--- config.mk ---
export PLATFORM = sky130hd
export DESIGN_NAME = bank_switch_mapper
export DESIGN_NICKNAME = d
export VERILOG_FILES = /design/src/rtl/bank_map_pkg.sv /design/src/rtl/bank_mode_reg.sv /design/src/rtl/bank_access_decode.sv /design/src/rtl/bank_route_regs.sv /design/src/rtl/bank_switch_mapper.sv
export SDC_FILE = /design/constraint.sdc
export NUM_CORES = 1
export LEC_CHECK = 0
export BUFFER_PORTS_ARGS = -buffer_cell sky130_fd_sc_hd__buf_2
export CAP_MARGIN = 25
export CORE_MARGIN = 4
export CORE_UTILIZATION = 45
export DETAILED_ROUTE_END_ITERATION = 10
export PLACE_DENSITY = 0.86
export SYNTH_ARGS = -nofsm -noshare
export SYNTH_HDL_FRONTEND = slang
export SYNTH_SLANG_ARGS = --single-unit
--- constraint.sdc ---
create_clock -name clk -period 2.4 [get_ports clk]
set_clock_uncertainty 0.15 [all_clocks]
set_input_delay 0.12 -clock clk [delete_from_list [all_inputs] [get_ports clk]]
set_output_delay 0.12 -clock clk [all_outputs]
set_load 0.02 [all_outputs]
--- src/rtl/bank_map_pkg.sv ---
package bank_map_pkg;

  typedef enum logic [1:0] {
    ROM_NONE  = 2'b00,
    ROM_UPPER = 2'b01,
    ROM_IO_A  = 2'b10,
    ROM_IO_B  = 2'b11
  } rom_sel_e;

  typedef struct packed {
    logic bank_alt;   // $D000 window relocated to $C000
    logic upr_wr_en;  // upper RAM writable
    logic upr_rd_rom; // upper reads from ROM
  } map_mode_t;

endpackage

--- src/rtl/bank_mode_reg.sv ---
module bank_mode_reg #(
  parameter int ADDR_W = 16,
  parameter logic [15:0] SW_BASE = 16'hC080,
  parameter logic [3:0]  RST_MODE = 4'b0001
) (
  input  logic              clk,
  input  logic              rst,
  input  logic              bus_valid,
  input  logic [ADDR_W-1:0] bus_addr,
  output logic [3:0]        mode_q,
  output bank_map_pkg::map_mode_t mode_dec
);
  localparam int HI_W = ADDR_W - 4;
  localparam logic [HI_W-1:0] SW_HI = SW_BASE[ADDR_W-1:4];

  logic hit;
  assign hit = bus_valid && (bus_addr[ADDR_W-1:4] == SW_HI);

  always_ff @(posedge clk) begin
    if (rst) mode_q <= RST_MODE;
    else if (hit) mode_q <= bus_addr[3:0];
  end

  always_comb begin
    mode_dec.bank_alt   = mode_q[3];
    mode_dec.upr_wr_en  = mode_q[0];
    mode_dec.upr_rd_rom = mode_q[1] ^ mode_q[0];
  end
endmodule

--- src/rtl/bank_access_decode.sv ---
module bank_access_decode #(
  parameter int ADDR_W   = 16,
  parameter int ROM_AW   = 14,
  parameter int IOROM_AW = 12,
  parameter int BANK_SZ  = 4096
) (
  input  logic                    bus_valid,
  input  logic                    bus_we,
  input  logic [ADDR_W-1:0]       bus_addr,
  input  logic                    slot_rom_sel,
  input  logic                    no_page2,
  input  logic                    no_aux_rd,
  input  logic                    no_aux_wr,
  input  bank_map_pkg::map_mode_t mode_dec,
  output logic [ADDR_W-1:0]       n_ram_addr,
  output logic                    n_ram_re,
  output logic                    n_ram_we,
  output logic [1:0]              n_rom_sel,
  output logic [ROM_AW-1:0]       n_rom_addr,
  output logic                    n_io_stb,
  output logic                    n_io_we,
  output logic [7:0]              n_io_addr,
  output logic                    n_rd_zero
);
  import bank_map_pkg::*;

  localparam logic [ADDR_W-1:0] IO_BASE    = ADDR_W'(16'hC000);
  localparam logic [ADDR_W-1:0] IO_END     = ADDR_W'(16'hC100);
  localparam logic [ADDR_W-1:0] UPR_BASE   = ADDR_W'(16'hD000);
  localparam logic [ADDR_W-1:0] FIX_BASE   = IO_BASE + ADDR_W'(3 * BANK_SZ - BANK_SZ);
  localparam logic [ADDR_W-1:0] AUX_BASE   = ADDR_W'(16'h0200);
  localparam logic [ADDR_W-1:0] PG2_BASE   = ADDR_W'(16'h0400);
  localparam logic [ADDR_W-1:0] PG2_END    = ADDR_W'(16'h0800);
  localparam logic [ADDR_W-1:0] BANK_SHIFT = ADDR_W'(BANK_SZ);

  logic in_io, in_low, in_slot, in_upr, in_bank_win, in_pg2, above_aux;
  logic [ADDR_W-1:0] phys_upr;
  logic [ADDR_W-1:0] upr_off;

  always_comb begin
    in_io       = (bus_addr >= IO_BASE) && (bus_addr < IO_END);
    in_low      = bus_addr < IO_BASE;
    in_slot     = (bus_addr >= IO_END) && (bus_addr < UPR_BASE);
    in_upr      = bus_addr >= UPR_BASE;
    in_bank_win = in_upr && (bus_addr < FIX_BASE);
    in_pg2      = (bus_addr >= PG2_BASE) && (bus_addr < PG2_END);
    above_aux   = bus_addr >= AUX_BASE;
    phys_upr    = (in_bank_win && mode_dec.bank_alt) ? bus_addr - BANK_SHIFT : bus_addr;
    upr_off     = bus_addr - UPR_BASE;
  end

  always_comb begin
    n_ram_addr = '0;
    n_ram_re   = 1'b0;
    n_ram_we   = 1'b0;
    n_rom_sel  = ROM_NONE;
    n_rom_addr = '0;
    n_io_stb   = 1'b0;
    n_io_we    = 1'b0;
    n_io_addr  = '0;
    n_rd_zero  = 1'b0;
    if (bus_valid) begin
      if (in_io) begin
        n_io_stb  = 1'b1;
        n_io_we   = bus_we;
        n_io_addr = bus_addr[7:0];
      end else if (!bus_we) begin
        if (no_page2 && in_pg2) begin
          n_rd_zero = 1'b1;
        end else if (no_aux_rd && above_aux) begin
          n_rd_zero = 1'b1;
        end else if (in_low) begin
          n_ram_re   = 1'b1;
          n_ram_addr = bus_addr;
        end else if (in_slot) begin
          n_rom_sel  = slot_rom_sel ? ROM_IO_B : ROM_IO_A;
          n_rom_addr = ROM_AW'(bus_addr[IOROM_AW-1:0]);
        end else if (mode_dec.upr_rd_rom) begin
          n_rom_sel  = ROM_UPPER;
          n_rom_addr = upr_off[ROM_AW-1:0];
        end else begin
          n_ram_re   = 1'b1;
          n_ram_addr = phys_upr;
        end
      end else begin
        if (no_page2 && in_pg2) begin
          n_ram_we = 1'b0;
        end else if (no_aux_wr) begin
          n_ram_we = 1'b0;
        end else if (in_low) begin
          n_ram_we   = 1'b1;
          n_ram_addr = bus_addr;
        end else if (in_upr && mode_dec.upr_wr_en) begin
          n_ram_we   = 1'b1;
          n_ram_addr = phys_upr;
        end
      end
    end
  end
endmodule

--- src/rtl/bank_route_regs.sv ---
module bank_route_regs #(
  parameter int ADDR_W = 16,
  parameter int ROM_AW = 14
) (
  input  logic              clk,
  input  logic              rst,
  input  logic [ADDR_W-1:0] n_ram_addr,
  input  logic              n_ram_re,
  input  logic              n_ram_we,
  input  logic [1:0]        n_rom_sel,
  input  logic [ROM_AW-1:0] n_rom_addr,
  input  logic              n_io_stb,
  input  logic              n_io_we,
  input  logic [7:0]        n_io_addr,
  input  logic              n_rd_zero,
  output logic [ADDR_W-1:0] ram_addr,
  output logic              ram_re,
  output logic              ram_we,
  output logic [1:0]        rom_sel,
  output logic [ROM_AW-1:0] rom_addr,
  output logic              io_stb,
  output logic              io_we,
  output logic [7:0]        io_addr,
  output logic              rd_zero
);
  always_ff @(posedge clk) begin
    if (rst) begin
      ram_addr <= '0;
      ram_re   <= 1'b0;
      ram_we   <= 1'b0;
      rom_sel  <= '0;
      rom_addr <= '0;
      io_stb   <= 1'b0;
      io_we    <= 1'b0;
      io_addr  <= '0;
      rd_zero  <= 1'b0;
    end else begin
      ram_addr <= n_ram_addr;
      ram_re   <= n_ram_re;
      ram_we   <= n_ram_we;
      rom_sel  <= n_rom_sel;
      rom_addr <= n_rom_addr;
      io_stb   <= n_io_stb;
      io_we    <= n_io_we;
      io_addr  <= n_io_addr;
      rd_zero  <= n_rd_zero;
    end
  end
endmodule

--- src/rtl/bank_switch_mapper.sv ---
module bank_switch_mapper #(
  parameter int ADDR_W   = 16,
  parameter int ROM_AW   = 14,
  parameter int IOROM_AW = 12,
  parameter int BANK_SZ  = 4096
) (
  input  logic              clk,
  input  logic              rst,
  input  logic              bus_valid,
  input  logic              bus_we,
  input  logic [ADDR_W-1:0] bus_addr,
  input  logic              slot_rom_sel,
  input  logic              no_page2,
  input  logic              no_aux_rd,
  input  logic              no_aux_wr,
  output logic [ADDR_W-1:0] ram_addr,
  output logic              ram_re,
  output logic              ram_we,
  output logic [1:0]        rom_sel,
  output logic [ROM_AW-1:0] rom_addr,
  output logic              io_stb,
  output logic              io_we,
  output logic [7:0]        io_addr,
  output logic              rd_zero
);
  logic [3:0] mode_q;
  bank_map_pkg::map_mode_t mode_dec;

  logic [ADDR_W-1:0] n_ram_addr;
  logic              n_ram_re, n_ram_we, n_io_stb, n_io_we, n_rd_zero;
  logic [1:0]        n_rom_sel;
  logic [ROM_AW-1:0] n_rom_addr;
  logic [7:0]        n_io_addr;

  bank_mode_reg #(.ADDR_W(ADDR_W)) u_mode (
    .clk(clk), .rst(rst), .bus_valid(bus_valid), .bus_addr(bus_addr),
    .mode_q(mode_q), .mode_dec(mode_dec)
  );

  bank_access_decode #(
    .ADDR_W(ADDR_W), .ROM_AW(ROM_AW), .IOROM_AW(IOROM_AW), .BANK_SZ(BANK_SZ)
  ) u_dec (
    .bus_valid(bus_valid), .bus_we(bus_we), .bus_addr(bus_addr),
    .slot_rom_sel(slot_rom_sel), .no_page2(no_page2),
    .no_aux_rd(no_aux_rd), .no_aux_wr(no_aux_wr), .mode_dec(mode_dec),
    .n_ram_addr(n_ram_addr), .n_ram_re(n_ram_re), .n_ram_we(n_ram_we),
    .n_rom_sel(n_rom_sel), .n_rom_addr(n_rom_addr), .n_io_stb(n_io_stb),
    .n_io_we(n_io_we), .n_io_addr(n_io_addr), .n_rd_zero(n_rd_zero)
  );

  bank_route_regs #(.ADDR_W(ADDR_W), .ROM_AW(ROM_AW)) u_regs (
    .clk(clk), .rst(rst),
    .n_ram_addr(n_ram_addr), .n_ram_re(n_ram_re), .n_ram_we(n_ram_we),
    .n_rom_sel(n_rom_sel), .n_rom_addr(n_rom_addr), .n_io_stb(n_io_stb),
    .n_io_we(n_io_we), .n_io_addr(n_io_addr), .n_rd_zero(n_rd_zero),
    .ram_addr(ram_addr), .ram_re(ram_re), .ram_we(ram_we),
    .rom_sel(rom_sel), .rom_addr(rom_addr), .io_stb(io_stb),
    .io_we(io_we), .io_addr(io_addr), .rd_zero(rd_zero)
  );
endmodule

# Word level (Yosys, flattened, before mapping)
# Index checks and enable logic that the tools add are counted.
[totals]
ff_bits = 49
inputBits = 24
output_inout_bits = 45
[op_classes]
n_lt_le_gt_ge = 10
eq_ne = 1
muxes = 24
n_reduce_logical = 17
n_bitwise = 5
n_addsub = 2
[ops]
columns = ["cell", "count"]
rows = [
  ["2-to-1 mux 16 bit", 11],
  ["less-than comparator 16 bit, second input constant", 4],
  ["greater-or-equal comparator 16 bit, second input constant", 3],
  ["2-to-1 mux 12 bit", 2],
  ["greater-or-equal comparator 16 x 10 -> 1 bit, second input constant", 1],
  ["greater-or-equal comparator 16 x 11 -> 1 bit, second input constant", 1],
  ["less-than comparator 16 x 12 -> 1 bit, second input constant", 1],
  ["subtractor 16 x 13 -> 16 bit, second input constant", 1],
  ["subtractor 14 x 13 -> 14 bit, second input constant", 1],
  ["== test 12 bit, second input constant", 1],
  ["OR reduction 6 bit", 2],
  ["2-to-1 mux 1 bit", 10],
  ["logical AND 1 bit", 9],
  ["OR reduction 9 bit", 1],
  ["OR reduction 7 bit", 1],
  ["OR reduction 3 bit", 2],
  ["inverter 1 bit", 4],
  ["OR reduction 4 bit", 1],
  ["2-to-1 mux 2 bit", 1],
  ["OR reduction 2 bit", 1],
  ["XOR 1 bit", 1],
]

# Depth between registers and ports, before layout
# Gate-level depths: netlist (run 1).
[logic_depth]
depth_word = 10
ltp_mapped = 8
ltp_nobuf = 7

# Hierarchy
# Synthesis (run 1) repeated with hierarchy kept, for this count alone.
[unflattened]
hier_cells = 216
area_unflattened_um2 = 2084.5
[modules_own_cells]
columns = ["module", "area_per_inst_um2", "cells_each", "seq_area_each_um2", "instances"]
rows = [
  ["bank_route_regs", 1202.4, 94, 900.9, 1],
  ["bank_access_decode", 644.4, 97, 0.0, 1],
  ["bank_mode_reg", 237.7, 25, 80.1, 1],
]

# Worst setup path before layout (run 1)
# OpenSTA, ideal clock, no wires.
[synth_timing]
path_kind = "input-to-reg"
startpoint = "in bus_addr[12]"
endpoint = "reg u_regs.ram_addr[0]"
stages = 8
path_slack_ps = 566
arrival_ps = 1626
setup_time_ps = 59
cell_sequence = "inv_1 -> ha_1 -> o41ai_2 -> a311o_1 -> or3_4 -> o21bai_4 -> buf_6 -> and2_1"
[synth_via]
elab_chain_cells = 10
elab_cells_between_ends = 30
[synth_rtl]
columns = ["element", "line", "rtl"]
rows = [
  ["start, declared", "bank_switch_mapper.sv:11", "input logic [ADDR_W-1:0] bus_addr,"],
  ["greater-or-equal comparator 16 bit / less-than comparator 16 bit (equally long branches)", "bank_access_decode.sv:44, bank_access_decode.sv:45", ""],
  ["logical AND 1 bit", "bank_access_decode.sv:45", "in_bank_win = in_upr && (bus_addr < FIX_BASE);"],
  ["logical AND 1 bit", "bank_access_decode.sv:48", "phys_upr = (in_bank_win && mode_dec.bank_alt) ? bus_addr - BANK_SHIFT : bus_addr;"],
  ["2-to-1 mux 16 bit", "bank_access_decode.sv:48", ""],
  ["2-to-1 mux 16 bit", "bank_access_decode.sv:78", "end else if (mode_dec.upr_rd_rom) begin"],
  ["2-to-1 mux 16 bit", "bank_access_decode.sv:75", "end else if (in_slot) begin"],
  ["2-to-1 mux 16 bit", "bank_access_decode.sv:72", "end else if (in_low) begin"],
  ["2-to-1 mux 16 bit", "bank_access_decode.sv:70", "end else if (no_aux_rd && above_aux) begin"],
  ["2-to-1 mux 16 bit", "bank_access_decode.sv:68", "if (no_page2 && in_pg2) begin"],
  ["2-to-1 mux 16 bit", "bank_access_decode.sv:67", "end else if (!bus_we) begin"],
  ["end signal, assigned", "bank_route_regs.sv:38", "ram_addr <= n_ram_addr;"],
  ["end, declared", "bank_route_regs.sv:16", "output logic [ADDR_W-1:0] ram_addr,"],
]
# Several ways; a longest one is shown, not always the timed one.
# A chain may end at the register's enable or synchronous reset.

# Worst setup path in the final report (run 1)
[layout_timing]
startpoint = "in bus_addr[11]"
endpoint = "reg u_regs.ram_addr[12]"
# Same word-level chain as after synthesis.

==> results.ini, run 1 <==
[power_and_ir_drop]
combPwrFrac=0.095
power.leakage_nw=1.140
total_power_w=0.001453
p_clk_frac=0.346
peakVddDrop_v=0.0004819
switching_share=0.2265
power.switching_w=0.0003289
seq_power_share=0.559
powerDensity_nw_per_um2=621.8
p_int_w=0.001124

[cells_and_area]
final_cell_area_sq_um=2336
diodes=0
area_growth_pct=43.73
drive_gt1_frac=0.3388
multi_input_area_sq_um=634.4
fill_cells=272
instances_no_fill=291
regArea_sq_um=960.9
nNetsFinal=271

[critical_path]
startpoint_type=input pin
cp_data_arrival_time_ns=2.40
crit_required_ns=2.56
cp-end-kind=flop
worst-setup-path-type=input pin to flop
r2r_cells=5
reg2reg_slack_ns=0.57
path_max_fanout=16

[synth]
yosysWarnings=0
ys_types=33
syn_avg_cell_area_sq_um=11.06
synth_seq_cells=48
synth.area.top_cells=dfxtp_1 (59%), and2_1 (14%), ha_1 (2.3%), nor2_1 (2.1%), nor3_1 (1.5%)
synth_common_cells=dfxtp_1 (48), and2_1 (37), nor2_1 (9)
synth-edff-count=0
ys.flop_type=dfxtp_1
synth_area_sq_um=1625
synth.most_common_cell=dfxtp_1
synth.top_cell.area_share=0.5912
syn-num-nets=174
syn_inst=147
yosysTopAreaCell=dfxtp_1
async_flop_share=0
seq_area_frac_synth=0.5912

[floorplan]
io_pins=69
start_util=0.4758
die_area_sq_um=4638
fp-row-count=21
design.core.area_sq_um=3416
die_w_um=68.10
die_h_um=68.10

[timing]
relSlewSlack=0.4514
setup_violations=0
period_minus_slack_ns=2.241
finalHoldViolations=0
rsz0062_at_grt=false
fmax_mhz=446.2
setup_tns_ns=0
period_share=0.9338
worst_pin_slew_ns=0.8167
final-max-slew-violation-count=0

[route]
drt_first_pass_iters=4
routed_wl_mm=4.030
detail_route.wl_per_cell_um=13.85
viasPerCell=4.739
drt_iter0_markers=42
ant_nets=0
drcViolationCount=0
dr_total_vias=1379

[clock_tree]
cts_tree=built
post-cts-setup-buffers=0
ctsHtreeMaxLevel=2
cts_buffers=5
clock_path_buffers=2
clk_pin_slew_worst_paths_ns=0.14
cts_hold_buf=23
clkLatencyLatePin_ns=0.36
ctsResizeCount=0
root_buffer=clkbuf_4
cts_sinks=48

[placed_design]
placed_area_sq_um=2016
gp_congestion=0.8893
port_buffers=68
dpl.hpwl_mm=2.825
placed_cells=260

[worst_hold_path]
holdPathStages=3
min_path_type=input pin to flop

[global_route]
grt-ovfl-total=0
grt_pass1_vias=1332
grt_pass1_wl_mm=6.210
antenna_found_initial=0
grt_use_total=0.1850
grt_max_degree=17

[run]
max_cap_violations=0

[run_status]
status=finished clean

-- worst max-delay path: stages --
cell	delay, ns
dlygate4sd3_1	0.53
buf_2	0.17
o41ai_2	0.51
nor2_1	0.15
or3_4	0.43
o21bai_4	0.30
and2_1	0.19
-- flip-flops by register name (all words and copies together) (netlist names) --
signal,flops
u_mode.mode_q,3
u_regs.io_addr,8
u_regs.io_stb,1
u_regs.io_we,1
u_regs.ram_addr,16
u_regs.ram_re,1
u_regs.ram_we,1
u_regs.rd_zero,1
u_regs.rom_addr,14
u_regs.rom_sel,2
-- layout make-up --
type	count	area share
Clock inverter	2	0.01660
Inverter	4	0.006427
Clock buffer	6	0.02196
Sequential cell	48	0.4114
Timing Repair Buffer	92	0.2475
Tap cell	46	0.02464
Multi-Input combinational cell	93	0.2716
-- routing by layer --
metal / global-route usage / part of all wire / routed length (um)
met2: 0.3057 / 0.49 / 1985
met3: 0.05419 / 0.057 / 230
met1: 0.2205 / 0.43 / 1737
met5: 0 / 0 / 0
met4: 0.08437 / 0.019 / 75
-- final timing paths --
kind,from,endpoint
setup / recovery,bus_addr[11],u_regs.ram_addr[12]
hold / removal,bus_valid,u_regs.io_stb
setup reg to reg,u_mode.mode_q[0],u_regs.rom_addr[8]
hold reg to reg,u_mode.mode_q[0],u_mode.mode_q[0]
-- cells by family (layout without fill, tap and decap cells) --
kind of cell               after synthesis  in the layout  share of synthesized area
buffers and inverters                    6            104                    0.01847
DFF                                     48             48                     0.5912
adders and majority gates                3              3                    0.02310
AOI/OAI and AO/OA                       13             13                    0.07391
and+or+nand+nor                         73             73                     0.2702
muxes                                    2              2                    0.01232
xor gates and xnor gates                 2              2                    0.01078
-- per-stage QoR --
step / setup WS (ns) / util / hold WS, ns
after floorplan: 0.5657 / - / 0.04238
after global placement: 0.2148 / 0.5901 / 0.1820
after detailed placement: 0.1201 / 0.5901 / 0.1948
after CTS: 0.2054 / 0.6839 / 0.005257
after global routing: 0.1006 / 0.6839 / 0.04215
final: 0.1589 / 0.6839 / 0.01302
-- cell usage in the layout, fill, tap and decap left out, types with 3 or more instances in the layout --
master / count
nor4_1: 4
nor2_1: 9
buf_2: 68
and2_1: 37
ha_1: 3
clkbuf_4: 5
inv_1: 4
nor3_1: 5
dfxtp_1: 48
nand2_1: 3
dlygate4sd3_1: 23
-- power by group through the flow --
stage                logic, W  clock network [W]  registers (W)
global placement     0.000110                  0       0.000829
finish               0.000138           0.000503       0.000811
CTS                  0.000137           0.000515       0.000812
floorplan           0.0000395                  0       0.000846
detailed placement   0.000110                  0       0.000829
global route         0.000150           0.000543       0.000813
(Power assumes the default switching activity.)
==> inputs of run 2 (changes only) <==
--- a/config.mk
+++ b/config.mk
@@ -5,12 +5,12 @@
 export SDC_FILE = /design/constraint.sdc
 export NUM_CORES = 1
 export LEC_CHECK = 0
+export ABC_AREA = 1
 export BUFFER_PORTS_ARGS = -buffer_cell sky130_fd_sc_hd__buf_2
 export CAP_MARGIN = 25
-export CORE_MARGIN = 4
 export CORE_UTILIZATION = 45
 export DETAILED_ROUTE_END_ITERATION = 10
-export PLACE_DENSITY = 0.86
+export PLACE_DENSITY = 0.84
 export SYNTH_ARGS = -nofsm -noshare
 export SYNTH_HDL_FRONTEND = slang
 export SYNTH_SLANG_ARGS = --single-unit
==> run 2 against run 1 <==
Synthesized area rose by 17%; worst hold slack got worse by 0.0035 ns; utilization down 4.2 points; global-route usage increased by 2.1 points; clock power rose by 32%; register-to-register slack improved by 0.22 ns; non-clock buffer count shrank 5; synthesized cell count rose by 48%; critical path type unchanged; largest cell class unchanged; largest power group unchanged; highest routed layer unchanged.
==> results.ini, run 2 <==
[floorplan]
die_area_sq_um=4482
design.core.area_sq_um=4029
io_pins=69
start_util=0.4711
die_w_um=66.95
die_h_um=66.95
fp-row-count=23

[synth]
synth_common_cells=dfxtp_1 (48), nor2_1 (38), nand2_1 (35)
seq_area_frac_synth=0.5063
ys_types=23
syn-num-nets=245
synth.top_cell.area_share=0.5063
yosysTopAreaCell=dfxtp_1
synth.area.top_cells=dfxtp_1 (51%), nor2_1 (7.5%), nor2_4 (7.1%), nand2_1 (6.9%), inv_1 (5.3%)
ys.flop_type=dfxtp_1
synth-edff-count=0
syn_inst=218
syn_avg_cell_area_sq_um=8.707
synth.most_common_cell=dfxtp_1
synth_seq_cells=48
synth_area_sq_um=1898
yosysWarnings=0
async_flop_share=0

[timing]
finalHoldViolations=0
final-max-slew-violation-count=0
rsz0062_at_grt=false
worst_pin_slew_ns=0.3572
setup_tns_ns=0
period_minus_slack_ns=2.223
fmax_mhz=449.9
setup_violations=0
relSlewSlack=0.7617
period_share=0.9261

[global_route]
grt_max_degree=17
grt-ovfl-total=0
grt_use_total=0.2064
antenna_found_initial=0
grt_pass1_wl_mm=6.824
grt_pass1_vias=1605

[route]
ant_nets=0
viasPerCell=4.655
drt_first_pass_iters=4
drcViolationCount=0
detail_route.wl_per_cell_um=11.70
dr_total_vias=1671
drt_iter0_markers=52
routed_wl_mm=4.202

[cells_and_area]
diodes=0
drive_gt1_frac=0.3657
layout_common_cells=buf_2 (68), dfxtp_1 (48), nor2_1 (38)
largest_reg_flops=16
reg_top3=u_regs.ram_addr x16, u_regs.rom_addr x14, u_regs.io_addr x8
nNetsFinal=336
area_growth_pct=36.19
top_register=u_regs.ram_addr
final_cell_area_sq_um=2585
final_core_util=0.6416
final_common_cell=buf_2

[clock_tree]
clkLatencyLatePin_ns=0.30
cts_tree=built
clk_pin_slew_worst_paths_ns=0.08
cts_buffers=5
clock_path_buffers=2
root_buffer=clkbuf_8
cts_sinks=48
ctsHtreeMaxLevel=2

[critical_path]
startpoint_type=input pin
cp_data_arrival_time_ns=2.26
path_max_fanout=16
slowest_delay_ns=0.53
reg2reg_slack_ns=0.79
cpMostUsedCell=inv_1
r2r-end=u_regs.ram_addr[11]
timing.critical_path.cells=dlygate4sd3_1 -> buf_2 -> inv_1 -> ha_1 -> inv_1 -> nor3_1 -> nand3_1 -> inv_1 -> nor2_1 -> nand2_1 -> nand2_2 -> nand3_1 -> nor2_4
worst-setup-path-type=input pin to flop
slowest_stage=dlygate4sd3_1
endpoint=u_regs.ram_addr[13]
reg2reg_from=u_mode.mode_q[0]
crit_required_ns=2.44
cp-end-kind=flop
cp-startpoint=bus_addr[12]
r2r_cells=7

[power_and_ir_drop]
peakVddDrop_v=0.0004672
p_clk_frac=0.399
power.leakage_nw=1.295
combPwrFrac=0.113
powerDensity_nw_per_um2=643.2
switching_share=0.2249
seq_power_share=0.488
power.switching_w=0.0003739
p_int_w=0.001289

[worst_hold_path]
min_path_type=input pin to flop

[placed_design]
port_buffers=68
placed_area_sq_um=2258
gp_congestion=0.8366
dpl.hpwl_mm=3.048

[run]
max_cap_violations=0

[run_status]
status=finished clean

-- run 2: logic make-up after synthesis --
group / synth area share
AO/OA/AOI/OAI: 0.02439
XOR/XNOR: 0.004615
adder cells (fa/ha/maj): 0.01978
buffers and inverters: 0.08240
flip-flops: 0.5063
AND/OR/NAND/NOR: 0.3626
-- run 2: layout make-up --
type	instances	area, sq um
inverters	29	113.9
clock inverters	2	60.06
multi-input cells	138	788.3
repair buffers	87	530.5
flip-flops and latches	48	960.9
well taps	50	62.56
fillers	350	1444
clock buffers	5	68.82
-- run 2: power groups by stage --
stage	logic, W	clock network [W]	registers [W]
after floorplan	0.0000925	0	0.000847
after global placement	0.000159	0	0.000830
after detailed placement	0.000162	0	0.000830
after CTS	0.000188	0.000672	0.000811
after global routing	0.000206	0.000710	0.000813
final	0.000188	0.000664	0.000811
-- run 2: how the worst min path moves through the flow --
stage | start | to | depth (start not counted)
final | no_aux_rd | u_regs.ram_re | 4
after global routing | no_aux_rd | u_regs.ram_re | 4
after CTS | no_aux_rd | u_regs.ram_re | 4
after detailed placement | slot_rom_sel | u_regs.rom_sel[0] | 3
after global placement | bus_addr[12] | u_regs.rom_addr[12] | 2
after floorplan | bus_addr[12] | u_regs.rom_addr[12] | 1
-- run 2: stage by stage --
stage                     total power, W  hold WS, ns  worst slack, ns  cells
after floorplan                0.0009391      0.04238           0.8541    218
final                           0.001663     0.009473           0.1774    359
after CTS                       0.001672      0.01290           0.1082    359
after detailed placement       0.0009924       0.2198           0.3701    333
after global placement         0.0009887       0.2115           0.5084    333
after global routing            0.001729      0.01490          0.04595    359
-- run 2: layer usage --
metal	part of all wire	GRT usage	up-vias
met2	0.49	0.3699	59
met5	0	0	-
met4	0.012	0.07979	0
met1	0.43	0.2308	764
li1	-	-	843
met3	0.061	0.05137	5
-- run 2: critical path, delay by kind of cell --
kind                       cells  cell delay [ns]
adders and majority gates      1             0.19
and+or+nand+nor                7             0.94
buffers and inverters          5             1.00
-- run 2: timing repair --
item	4_1_cts	5_1_grt
endpoints found under the setup margin	0	2
hold buffers	19	0
buffers inserted	0	0
gates resized for setup	0	1
endpoints found under the hold margin	41	0
